[src/rtl/tmr_pkg.sv]
package tmr_pkg;
    localparam int MODE_W = 16;

    typedef enum logic [1:0] {
        A_COUNT  = 2'd0,
        A_MODE   = 2'd1,
        A_TARGET = 2'd2
    } reg_addr_e;

    localparam int B_STOP      = 0;
    localparam int B_RESET_TGT = 3;
    localparam int B_IRQ_TGT   = 4;
    localparam int B_IRQ_OVF   = 5;
    localparam int B_REPEAT    = 6;
    localparam int B_ALT       = 8;
    localparam int B_DIV8      = 9;
    localparam int B_EVT       = 10;
    localparam int B_HIT_TGT   = 11;
    localparam int B_HIT_OVF   = 12;

    localparam logic [MODE_W-1:0] MODE_WMASK = 16'h1FFF;
endpackage

[src/rtl/tmr_prescale.sv]
module tmr_prescale #(
    parameter int CHAN  = 0,
    parameter int DIV_A = 5,
    parameter int DIV_B = 8
) (
    input  logic clk,
    input  logic rst_n,
    input  logic clr,
    input  logic alt_sel,
    input  logic div_sel,
    input  logic stop,
    input  logic alt_tick,
    output logic tick
);
    localparam int DIV = (CHAN == 0) ? DIV_A : DIV_B;
    localparam int PW  = (DIV > 1) ? $clog2(DIV) : 1;

    typedef struct packed {
        logic [PW-1:0] ph;
    } pre_st_t;

    pre_st_t s_d, s_q;
    logic    wrap;
    logic    slow;

    assign wrap = (s_q.ph == PW'(DIV - 1));

    always_comb begin
        s_d = s_q;
        if (clr || wrap) begin
            s_d.ph = '0;
        end else begin
            s_d.ph = s_q.ph + 1'b1;
        end
    end

    always_ff @(posedge clk or negedge rst_n) begin
        if (!rst_n) begin
            s_q <= '0;
        end else begin
            s_q <= s_d;
        end
    end

    assign slow = (CHAN == 0) ? alt_sel : ((CHAN == 2) ? div_sel : 1'b0);

    assign tick = (CHAN == 1) ? (alt_sel ? alt_tick : 1'b1) :
                  (CHAN == 0) ? (!alt_sel || wrap) :
                                (!stop && (!div_sel || wrap));

    // a divided rate never advances on two cycles in a row
    p_div_gap_r9: assert property (@(posedge clk) disable iff (!rst_n)
        (slow && tick && !clr) |=> !tick);
endmodule

[src/rtl/tmr_irq_gate.sv]
module tmr_irq_gate (
    input  logic clk,
    input  logic rst_n,
    input  logic req,
    input  logic rpt,
    input  logic rearm,
    output logic irq
);
    typedef struct packed {
        logic fired;
        logic irq;
    } gate_st_t;

    gate_st_t s_d, s_q;

    always_comb begin
        s_d     = s_q;
        s_d.irq = req && (rpt || !s_q.fired);
        if (rearm) begin
            s_d.fired = 1'b0;
        end else if (s_d.irq) begin
            s_d.fired = 1'b1;
        end
    end

    always_ff @(posedge clk or negedge rst_n) begin
        if (!rst_n) begin
            s_q <= '0;
        end else begin
            s_q <= s_d;
        end
    end

    assign irq = s_q.irq;

    // once fired in one-shot mode, no further pulse until rearmed
    p_oneshot_r6: assert property (@(posedge clk) disable iff (!rst_n)
        (!rpt && s_q.fired && !rearm) |=> !irq);

    // a pulse always follows a request of the previous cycle
    p_irq_cause_r5: assert property (@(posedge clk) disable iff (!rst_n)
        (!req) |=> !irq);
endmodule

[src/rtl/tgt_timer.sv]
module tgt_timer #(
    parameter int CW      = 16,
    parameter int CHAN    = 0,
    parameter int NIRQ    = 3,
    parameter int IRQ_IDX = 0,
    parameter int DIV_A   = 5,
    parameter int DIV_B   = 8
) (
    input  logic            clk,
    input  logic            rst_n,
    input  logic            wr_en,
    input  logic            rd_en,
    input  logic [1:0]      addr,
    input  logic [CW-1:0]   wdata,
    input  logic            alt_tick,
    output logic [CW-1:0]   rdata,
    output logic [NIRQ-1:0] irq_vec
);
    import tmr_pkg::*;

    typedef struct packed {
        logic [CW-1:0]     count;
        logic [CW-1:0]     target;
        logic [MODE_W-1:0] mode;
    } tmr_st_t;

    tmr_st_t     s_d, s_q;
    logic        cnt_wr, mode_wr, tgt_wr, mode_rd;
    logic        tick, advance;
    logic [CW:0] inc;
    logic        tgt_hit, ovf_hit, irq_req, irq;

    assign cnt_wr  = wr_en && (addr == A_COUNT);
    assign mode_wr = wr_en && (addr == A_MODE);
    assign tgt_wr  = wr_en && (addr == A_TARGET);
    assign mode_rd = rd_en && (addr == A_MODE);

    tmr_prescale #(
        .CHAN  (CHAN),
        .DIV_A (DIV_A),
        .DIV_B (DIV_B)
    ) u_pre (
        .clk      (clk),
        .rst_n    (rst_n),
        .clr      (mode_wr),
        .alt_sel  (s_q.mode[B_ALT]),
        .div_sel  (s_q.mode[B_DIV8]),
        .stop     (s_q.mode[B_STOP]),
        .alt_tick (alt_tick),
        .tick     (tick)
    );

    assign advance = tick && !cnt_wr && !mode_wr;
    assign inc     = {1'b0, s_q.count} + 1'b1;
    assign tgt_hit = advance && (inc == {1'b0, s_q.target});
    assign ovf_hit = advance && (s_q.count == {CW{1'b1}});
    assign irq_req = (tgt_hit && s_q.mode[B_IRQ_TGT]) ||
                     (ovf_hit && s_q.mode[B_IRQ_OVF]);

    always_comb begin
        s_d = s_q;
        if (advance) begin
            if (tgt_hit && s_q.mode[B_RESET_TGT]) begin
                s_d.count = '0;
            end else begin
                s_d.count = inc[CW-1:0];
            end
        end
        if (mode_rd) begin
            s_d.mode[B_HIT_TGT] = 1'b0;
            s_d.mode[B_HIT_OVF] = 1'b0;
        end
        if (tgt_hit) begin
            s_d.mode[B_HIT_TGT] = 1'b1;
            s_d.mode[B_EVT]     = 1'b1;
        end
        if (ovf_hit) begin
            s_d.mode[B_HIT_OVF] = 1'b1;
            s_d.mode[B_EVT]     = 1'b1;
        end
        if (tgt_wr) begin
            s_d.target = wdata;
        end
        if (mode_wr) begin
            s_d.mode  = MODE_W'(wdata) & MODE_WMASK;
            s_d.count = '0;
        end
        if (cnt_wr) begin
            s_d.count = wdata;
        end
    end

    always_ff @(posedge clk or negedge rst_n) begin
        if (!rst_n) begin
            s_q <= '0;
        end else begin
            s_q <= s_d;
        end
    end

    tmr_irq_gate u_gate (
        .clk   (clk),
        .rst_n (rst_n),
        .req   (irq_req),
        .rpt   (s_q.mode[B_REPEAT]),
        .rearm (mode_wr),
        .irq   (irq)
    );

    always_comb begin
        case (addr)
            A_COUNT:  rdata = s_q.count;
            A_MODE:   rdata = CW'(s_q.mode);
            A_TARGET: rdata = s_q.target;
            default:  rdata = '0;
        endcase
    end

    generate
        for (genvar i = 0; i < NIRQ; i++) begin : g_irq
            if (i == IRQ_IDX) begin : g_own
                assign irq_vec[i] = irq;
            end else begin : g_other
                assign irq_vec[i] = 1'b0;
            end
        end
    endgenerate

    // advancing past the top of the range wraps and flags overflow
    p_wrap_r3: assert property (@(posedge clk) disable iff (!rst_n)
        (tick && !wr_en && s_q.count == {CW{1'b1}}) |=> (s_q.count == '0 && s_q.mode[B_HIT_OVF]));

    // a mode write restarts the count and clears the upper bits
    p_mode_wr_r8: assert property (@(posedge clk) disable iff (!rst_n)
        (mode_wr) |=> (s_q.count == '0 && s_q.mode[15:13] == 3'b000));

    // without an advance or a write the count holds
    p_hold_r9: assert property (@(posedge clk) disable iff (!rst_n)
        (!tick && !cnt_wr && !mode_wr) |=> $stable(s_q.count));

    // a mode read with no new event leaves the sticky flags clear
    p_rdclr_r7: assert property (@(posedge clk) disable iff (!rst_n)
        (mode_rd && !wr_en && !tick) |=> (!s_q.mode[B_HIT_TGT] && !s_q.mode[B_HIT_OVF]));

    // at most the own request bit is ever active
    p_irq_line_r5: assert property (@(posedge clk) disable iff (!rst_n)
        $onehot0(irq_vec) && ((irq_vec & ~(NIRQ'(1) << IRQ_IDX)) == '0));
endmodule

[config.mk]
export PLATFORM = sky130hd
export DESIGN_NAME = tgt_timer
export DESIGN_NICKNAME = d
export VERILOG_FILES = /design/src/rtl/tmr_pkg.sv /design/src/rtl/tmr_prescale.sv /design/src/rtl/tmr_irq_gate.sv /design/src/rtl/tgt_timer.sv
export SDC_FILE = /design/constraint.sdc
export NUM_CORES = 1
export LEC_CHECK = 0
export ABC_AREA = 1
export BUFFER_PORTS_ARGS = -buffer_cell sky130_fd_sc_hd__buf_4
export CAP_MARGIN = 40
export CELL_PAD_IN_SITES_DETAIL_PLACEMENT = 0
export CELL_PAD_IN_SITES_GLOBAL_PLACEMENT = 1
export CORE_MARGIN = 5
export CORE_UTILIZATION = 42
export DETAILED_ROUTE_END_ITERATION = 8
export GPL_TIMING_DRIVEN = 0
export MAX_ROUTING_LAYER = met4
export PLACE_DENSITY = 0.81
export SLEW_MARGIN = 20
export SYNTH_ARGS = -nofsm -noshare
export SYNTH_HDL_FRONTEND = slang
export SYNTH_HIERARCHICAL = 1
export SYNTH_SLANG_ARGS = --single-unit
export TNS_END_PERCENT = 30
[constraint.sdc]
create_clock -name clk -period 2.31 [get_ports clk]
set_input_delay 0.231 -clock clk [delete_from_list [all_inputs] [get_ports clk]]
set_output_delay 0.231 -clock clk [all_outputs]
set_load 0.1 [all_outputs]
After elaboration in Yosys (flattened, before gate mapping). Index checks and enable logic that the tools add are counted.

Register bits after elaboration: 50. Bits in latches: 0. Memory bits (writable): 0. Memory bits (read-only): 0. Input bits: 23. Output and inout port bits: 19. Word-level logic and storage cells: 55. Memories: 0.

$add $sub $neg: 2. Multiply operators: 0. Divide/modulo/power cells: 0. Magnitude comparators: 0. Equal/unequal tests: 5. Shift operators: 0. Multiplexer cells: 13. Bitwise logic cells: 0. Reduce and logical (&&, ||, !) cells: 26.

Operator list (count): $mux 16 (4); $pmux 16 s3 (1); $add 16x1->17 const B (1); $eq 17x16->1 (1); $eq 16x16->1 const B (1); $mux 13 (1); $logic_and 1x1->1 (12); $reduce_bool 3->1 (4); $logic_not 1->1 (4); $logic_or 1x1->1 (4); $mux 1 (4); $mux 2 (2); $add 3x1->3 const B (1); $eq 3x3->1 const B (1); $mux 3 (1); $eq 2x1->1 const B (1); $eq 2x2->1 const B (1); $logic_not 2->1 (1); $reduce_bool 2->1 (1).

Depth between registers and ports, before layout. Gate-level depths: netlist (run 1).

Depth in word-level cells: 11. Gate-level depth with buffers: 16.

Cells and area by module. The synthesis (run 1) kept the hierarchy.

By module, submodules not included: tgt_timer (times used 1, cells an instance 477, area each 3211.8 um^2); tmr_prescale (times used 1, cells an instance 20, area each 161.4 um^2); tmr_irq_gate (times used 1, cells an instance 7, area each 70.1 um^2).

Worst setup path before layout (run 1). No wires, ideal clock.

Path type: input port to output port. Start point: in addr[1]. End point: out rdata[2]. Arrival time: 2373 ps. Data required time: 2079 ps. Slack: -294 ps. Stages: 5. Cell sequence: inv_1 -> nor2_1 -> clkbuf_1 -> inv_1 -> o221ai_1.

Longest elaborated chain between the ends: 2. Elaborated cells between the ends (all ways): 4.

RTL lines: start, declared (RTL line tgt_timer.sv:13) `input logic [1:0] addr,`; $eq 2x2->1 (tied with other cells) (RTL line tgt_timer.sv:111) `case (addr)`; $pmux 16 s3 (*) (RTL line tgt_timer.sv:111); end, declared (RTL line tgt_timer.sv:16) `output logic [CW-1:0] rdata,`.

Mark *: on every way between the ends. The rest lies on a longest branch, timed or not.

==> metrics.txt, run 1 <==
Die Wd 101 µm; Die Height 101 µm; vias after detailed routing 3424; post-synth top area cell dfrtp_1; crit end category flip-flop; sw frac 50.6%; Initial Util 42.5%; Max clock buf depth 2; Final nets 586; number of cell rows 33; Post-DP HPWL 8010 µm; first-iteration detailed-routing DRC count 200; Clock Latency Late Sink 310 ps; CTS tree done; clock network power share 14.0%; minimum clock period 2190 ps; core area 8090 µm²; # fillers 853; share of layout cells above drive strength 1 20.5%; synthesized area per cell 6.83 µm²; routed len/inst 15.6 µm; Leak 2.09 nW; initial antenna violation count 0; Post-route DRC 0; port buffer count 38; first-pass GRT wire length 16600 µm; R2R Setup Slk 120 ps; Max-Cap Viols 0; Worst-Margin Slew 668 ps; routability congestion estimate 0.915; Cell Area, Synth 3440 µm²; share of the synthesized area in the top cell type 36.3%; CP Data Required Time 2510 ps; Seq/Total Area, Yosys 36.3%; achievable frequency 0.458 GHz; period utilization 94.6%; Final Power 4.62 mW; 1st-pass router iterations 4; yosys warns 6; asr flop ratio synth 100%; Setup crit start s_q[32]; Crit Path Max Fanout 4; CTS H-tree lvls 2; Post-synth top cells nand2_1, inv_1, nor2_1; Synth area leaders dfrtp_1, nand2_1, inv_1, o21ai_0, nand3_1; DR vias/cell 5.14; sequential power share 31.3%; worst setup path end s_q[43]; CTS root buffer clkbuf_8; R2R depth 14; die footprint 10100 µm²; Total Routed Length 10400 µm; Critical Path AT 2390 ps; Cells after Synth 504; synth-to-layout area growth 20.2%; CTS Sinks 50; # IOs 42; final setup skew 7.04 ps; Pwr Density 1120 nW/µm²; gr ovfl total 0; post-layout util 51.2%; Net Switching 2.34 mW; EDFF count, synth 0; gr usage total 22.0%; Slew HR 55.5%; final hold vios 0; Pins Over Slew Limit 0; Ant. Diodes 0; most common cell in the synthesized netlist nand2_1; Worst R2R End s_q[43]; antenna-violating nets left 0; Worst R2R Start s_q[32]; vias in the first global route 3165; P_int 2.28 mW; WS Path Type reg2reg; status finished, final reports clean; peak supply drop 0.442 mV; clk slew on worst S/H paths 100 ps; Final Setup Violations 0; worst min-delay path class in2reg; Comb power frac 54.6%; CP Launch Type flip-flop; largest net degree at the start of global routing 51; most common flop cell mapped by yosys dfrtp_1; total CTS buffers 5; distinct cell type count after synthesis 36; #FFs+latches synth 50
cell families (layout without fill, tap and decap cells):
group,after synthesis,in the layout,synth area share (%)
compound gates,84,84,14.9
xor+xnor,5,5,1.67
fa+ha+maj,3,3,1.09
buf+inv,96,152,11.0
flops,50,50,36.3
other cells,1,2,0.109
simple gates,265,265,34.9
flip-flops by register name, indices dropped and copies added, names as in the netlist:
signal      flops
s_q            45
u_gate/irq      1
u_gate/s_q      1
u_pre/s_q       3
power by group through the flow:
| stage | logic, mW | clock network, mW | registers, mW |
|---|---|---|---|
| 2_1_floorplan | 1.89 | 0 | 1.35 |
| 3_3_place_gp | 2.30 | 0 | 1.45 |
| 3_5_place_dp | 2.34 | 0 | 1.45 |
| 4_1_cts | 2.35 | 0.658 | 1.44 |
| 5_1_grt | 2.80 | 0.701 | 1.49 |
| 6_report | 2.53 | 0.648 | 1.45 |
how the worst min path moves through the flow:
stage                          to      start  depth (start not counted)  slack (ps)
after floorplan            s_q[0]      rst_n                          0         -60
after global placement     s_q[1]      rst_n                          1         310
after detailed placement   s_q[3]      rst_n                          1         310
after CTS                 s_q[10]  wdata[10]                          3         160
after global routing      s_q[10]  wdata[10]                          3         190
final                     s_q[10]  wdata[10]                          3         160
area by class of cell:
type | count | area [µm²] | share of cell area, %
repair buffers | 48 | 375 | 9.07
well taps | 105 | 131 | 3.17
flip-flops and latches | 50 | 1260 | 30.3
multi-input cells | 359 | 1880 | 45.4
plain buffers | 18 | 96.3 | 2.33
inverters | 78 | 293 | 7.07
clock buffers | 6 | 72.6 | 1.75
clock inverters | 2 | 37.5 | 0.907
worst max-delay path, stage by stage, from the launching register on:
cell and delay [ps]:
dfrtp_2 430, ha_4 160, nand2_2 80, nor2_4 150, nand2_1 80, nand3b_1 120
buf_4 120, nand3_1 80, nor2_2 150, nand3_1 140, nor2_4 140, nand3_4 120
buf_4 180, nand2_1 70, a21oi_1 70
metal layers:
metal	wire, µm	global-route usage [%]	up-vias
met4	150	5.08	0
met2	4680	32.6	94
met1	4990	32.2	1593
li1	-	-	1720
met3	537	2.70	17
met5	0	-	-
cell usage in the layout, fill, tap and decap left out, types with 4 or more instances in the layout:
master      n
o211ai_1    4
nor2_1     51
clkbuf_8    5
clkbuf_1   12
nor2_2      8
dfrtp_2     4
o21ai_0    42
nor2_4      7
nand3b_1    5
nand2_1   120
nand2_2    17
nand3_1    40
a21oi_1    11
a21oi_2    10
o221ai_1   10
buf_4      49
inv_1      76
dfrtp_1    46
nand4_1     8
per-stage QoR:
| step | setup TNS (ps) | std cells | cell area (µm²) | setup slack [ps] | hold WS, ps |
|---|---|---|---|---|---|
| 2_1_floorplan | -2860 | 505 | 3450 | -294 | -64.6 |
| 3_3_place_gp | -919 | 648 | 3860 | -83.7 | 314 |
| 3_5_place_dp | -924 | 648 | 3860 | -89.5 | 313 |
| 4_1_cts | 0 | 657 | 3990 | 2.76 | 157 |
| 5_1_grt | -623 | 666 | 4140 | -59.6 | 190 |
| 6_report | 0 | 666 | 4140 | 124 | 164 |
timing repair:
| action | 4_1_cts | 5_1_grt |
|---|---|---|
| endpoints found under the setup margin | 12 | 19 |
| setup buffers | 0 | 9 |
| gates resized for setup | 2 | 20 |
| hold endpoints to repair | 50 | 0 |
| hold buffers | 1 | 0 |
| pin swaps | 0 | 7 |
Power figures use the tool's default switching activity.
==> run 2, diff against run 1 <==
--- a/config.mk
+++ b/config.mk
@@ -15,7 +15,7 @@
 export DETAILED_ROUTE_END_ITERATION = 8
 export GPL_TIMING_DRIVEN = 0
 export MAX_ROUTING_LAYER = met4
-export PLACE_DENSITY = 0.81
+export PLACE_DENSITY_LB_ADDON = 0.1
 export SLEW_MARGIN = 20
 export SYNTH_ARGS = -nofsm -noshare
 export SYNTH_HDL_FRONTEND = slang
==> run 2 against run 1 <==
Net effect: routed wire length rose by 2.5%; via count fell by 1.4%; clock power fell by 13%; register-to-register slack improved by 20 ps; sequential share of layout area rose by 0.43 points; clock-buffer cell count fell by 1; largest power group unchanged.
==> metrics.txt, run 2 (same netlist as run 1, synthesis figures left out) <==
vias in the first global route 3310; antenna-violating nets left 0; worst min-delay path class in2reg; Total Routed Length 10600 µm; clk slew on worst S/H paths 110 ps; Leak 2.06 nW; status finished, final reports clean; number of cell rows 33; CTS H-tree lvls 2; WS Path Type reg2reg; # fillers 884; Max-Cap Viols 0; Initial Util 42.5%; R2R Setup Slk 140 ps; Die Wd 101 µm; final hold vios 0; CTS tree done; initial antenna violation count 0; port buffer count 38; Slew HR 53.2%; DR vias/cell 5.11; Critical Path AT 2420 ps; minimum clock period 2170 ps; area of the multi-input gates 1890 µm²; routability congestion estimate 0.907; largest net degree at the start of global routing 51; core area 8090 µm²; biggest regs s_q (45), u_pre/s_q (3); routed len/inst 16.1 µm; period utilization 93.9%; Setup TNS 0 ps; Final Setup Violations 0; Post-route DRC 0; Crit Path Max Fanout 5; Die Height 101 µm; achievable frequency 0.461 GHz; synth-to-layout area growth 18.4%; Pwr Density 1110 nW/µm²; Clock Latency Late Sink 310 ps; Pins Over Slew Limit 0; Final nets 581; Most flops, register s_q; gr usage total 22.8%; gr ovfl total 0; commonest non-fill, non-tap cells in the layout nand2_1, inv_1, nor2_1; CP Data Required Time 2560 ps; max reg flops 45; first-pass GRT wire length 17300 µm; FF+latch area 1250 µm²; peak supply drop 0.441 mV; share of layout cells above drive strength 1 20.4%; total CTS buffers 5; commonest non-fill, non-tap cell in the layout nand2_1; CP Launch Type flip-flop; Max clock buf depth 2; final setup skew 7.25 ps; Post-DP HPWL 8260 µm; first-iteration detailed-routing DRC count 193; 1st-pass router iterations 5; Ant. Diodes 0; DP Worst Slack -86.2 ps; Final Power 4.51 mW; CTS Sinks 50; vias after detailed routing 3375; Worst-Margin Slew 702 ps; crit end category flip-flop; # IOs 42; die footprint 10100 µm²; CTS root buffer clkbuf_8; Final Worst Setup Slack 140 ps
==> run 2: critical path, stage by stage, from the launching register on <==
cell      delay [ps]
dfrtp_2          420
ha_4             160
nand2_2           80
nor2_4           220
nand2_2           80
nand3b_1         130
nand2_1           70
nor2_1            90
nand4_1           90
nor2_1           110
nand3_1          110
nor2_2           190
nand2_1           60
o21ai_1          110
inv_1             60
a21oi_1          120
==> run 2: through the flow <==
step | util (%) | cell area (µm²) | instances | hold WS [ps]
after global placement | 47.7 | 3860 | 648 | 315
after CTS | 49.1 | 3980 | 657 | 155
after global routing | 50.4 | 4080 | 660 | 181
after floorplan | - | 3450 | 505 | -64.6
final | 50.4 | 4080 | 660 | 161
after detailed placement | 47.7 | 3860 | 648 | 324
==> run 2: final cells by class <==
cell class                 instances  area share [%]
clock inverter                     2           0.430
sequential                        50            30.8
buffer                            18            2.27
timing repair buffer              43            7.98
multi-input combinational        359            46.5
clock buffer                       5            1.69
inverter                          78            7.18
tap                              105            3.22
==> run 2: worst paths after layout <==
check / start / endpoint / depth (start not counted)
worst max-delay path: s_q[32] / u_gate/irq / 15
worst min-delay path: wdata[10] / s_q[10] / 3
worst max register to register: s_q[32] / u_gate/irq / 15
worst min register to register: u_gate/s_q[1] / u_gate/irq / 1
max in group asynchronous: rst_n / s_q[33] / 2
min in group asynchronous: rst_n / s_q[34] / 2
==> run 2: metal layers <==
layer  track usage [%]  vias to the layer above  wire [µm]  part of all wire [%]
li1                  -                     1714          -                     -
met2              34.0                       74       4600                    43
met5                 -                        -          0                     0
met1              33.1                     1574       5370                    51
met3              2.63                       13        446                   4.2
met4              5.80                        0        201                   1.9
==> run 2: power breakdown <==
| group | internal, mW | leakage [nW] | switching, mW | total [mW] |
|---|---|---|---|---|
| logic | 0.805 | 1.40 | 1.69 | 2.50 |
| clock network | 0.217 | 0.0450 | 0.344 | 0.561 |
| registers | 1.13 | 0.606 | 0.331 | 1.46 |
==> run 2: repair_timing <==
| item | in CTS | in global routing |
|---|---|---|
| pin swaps | 1 | 9 |
| hold endpoints to repair | 50 | 0 |
| buffers inserted | 1 | 3 |
| setup endpoints to repair | 12 | 17 |
| hold buffers | 1 | 0 |
| gates resized for setup | 4 | 21 |
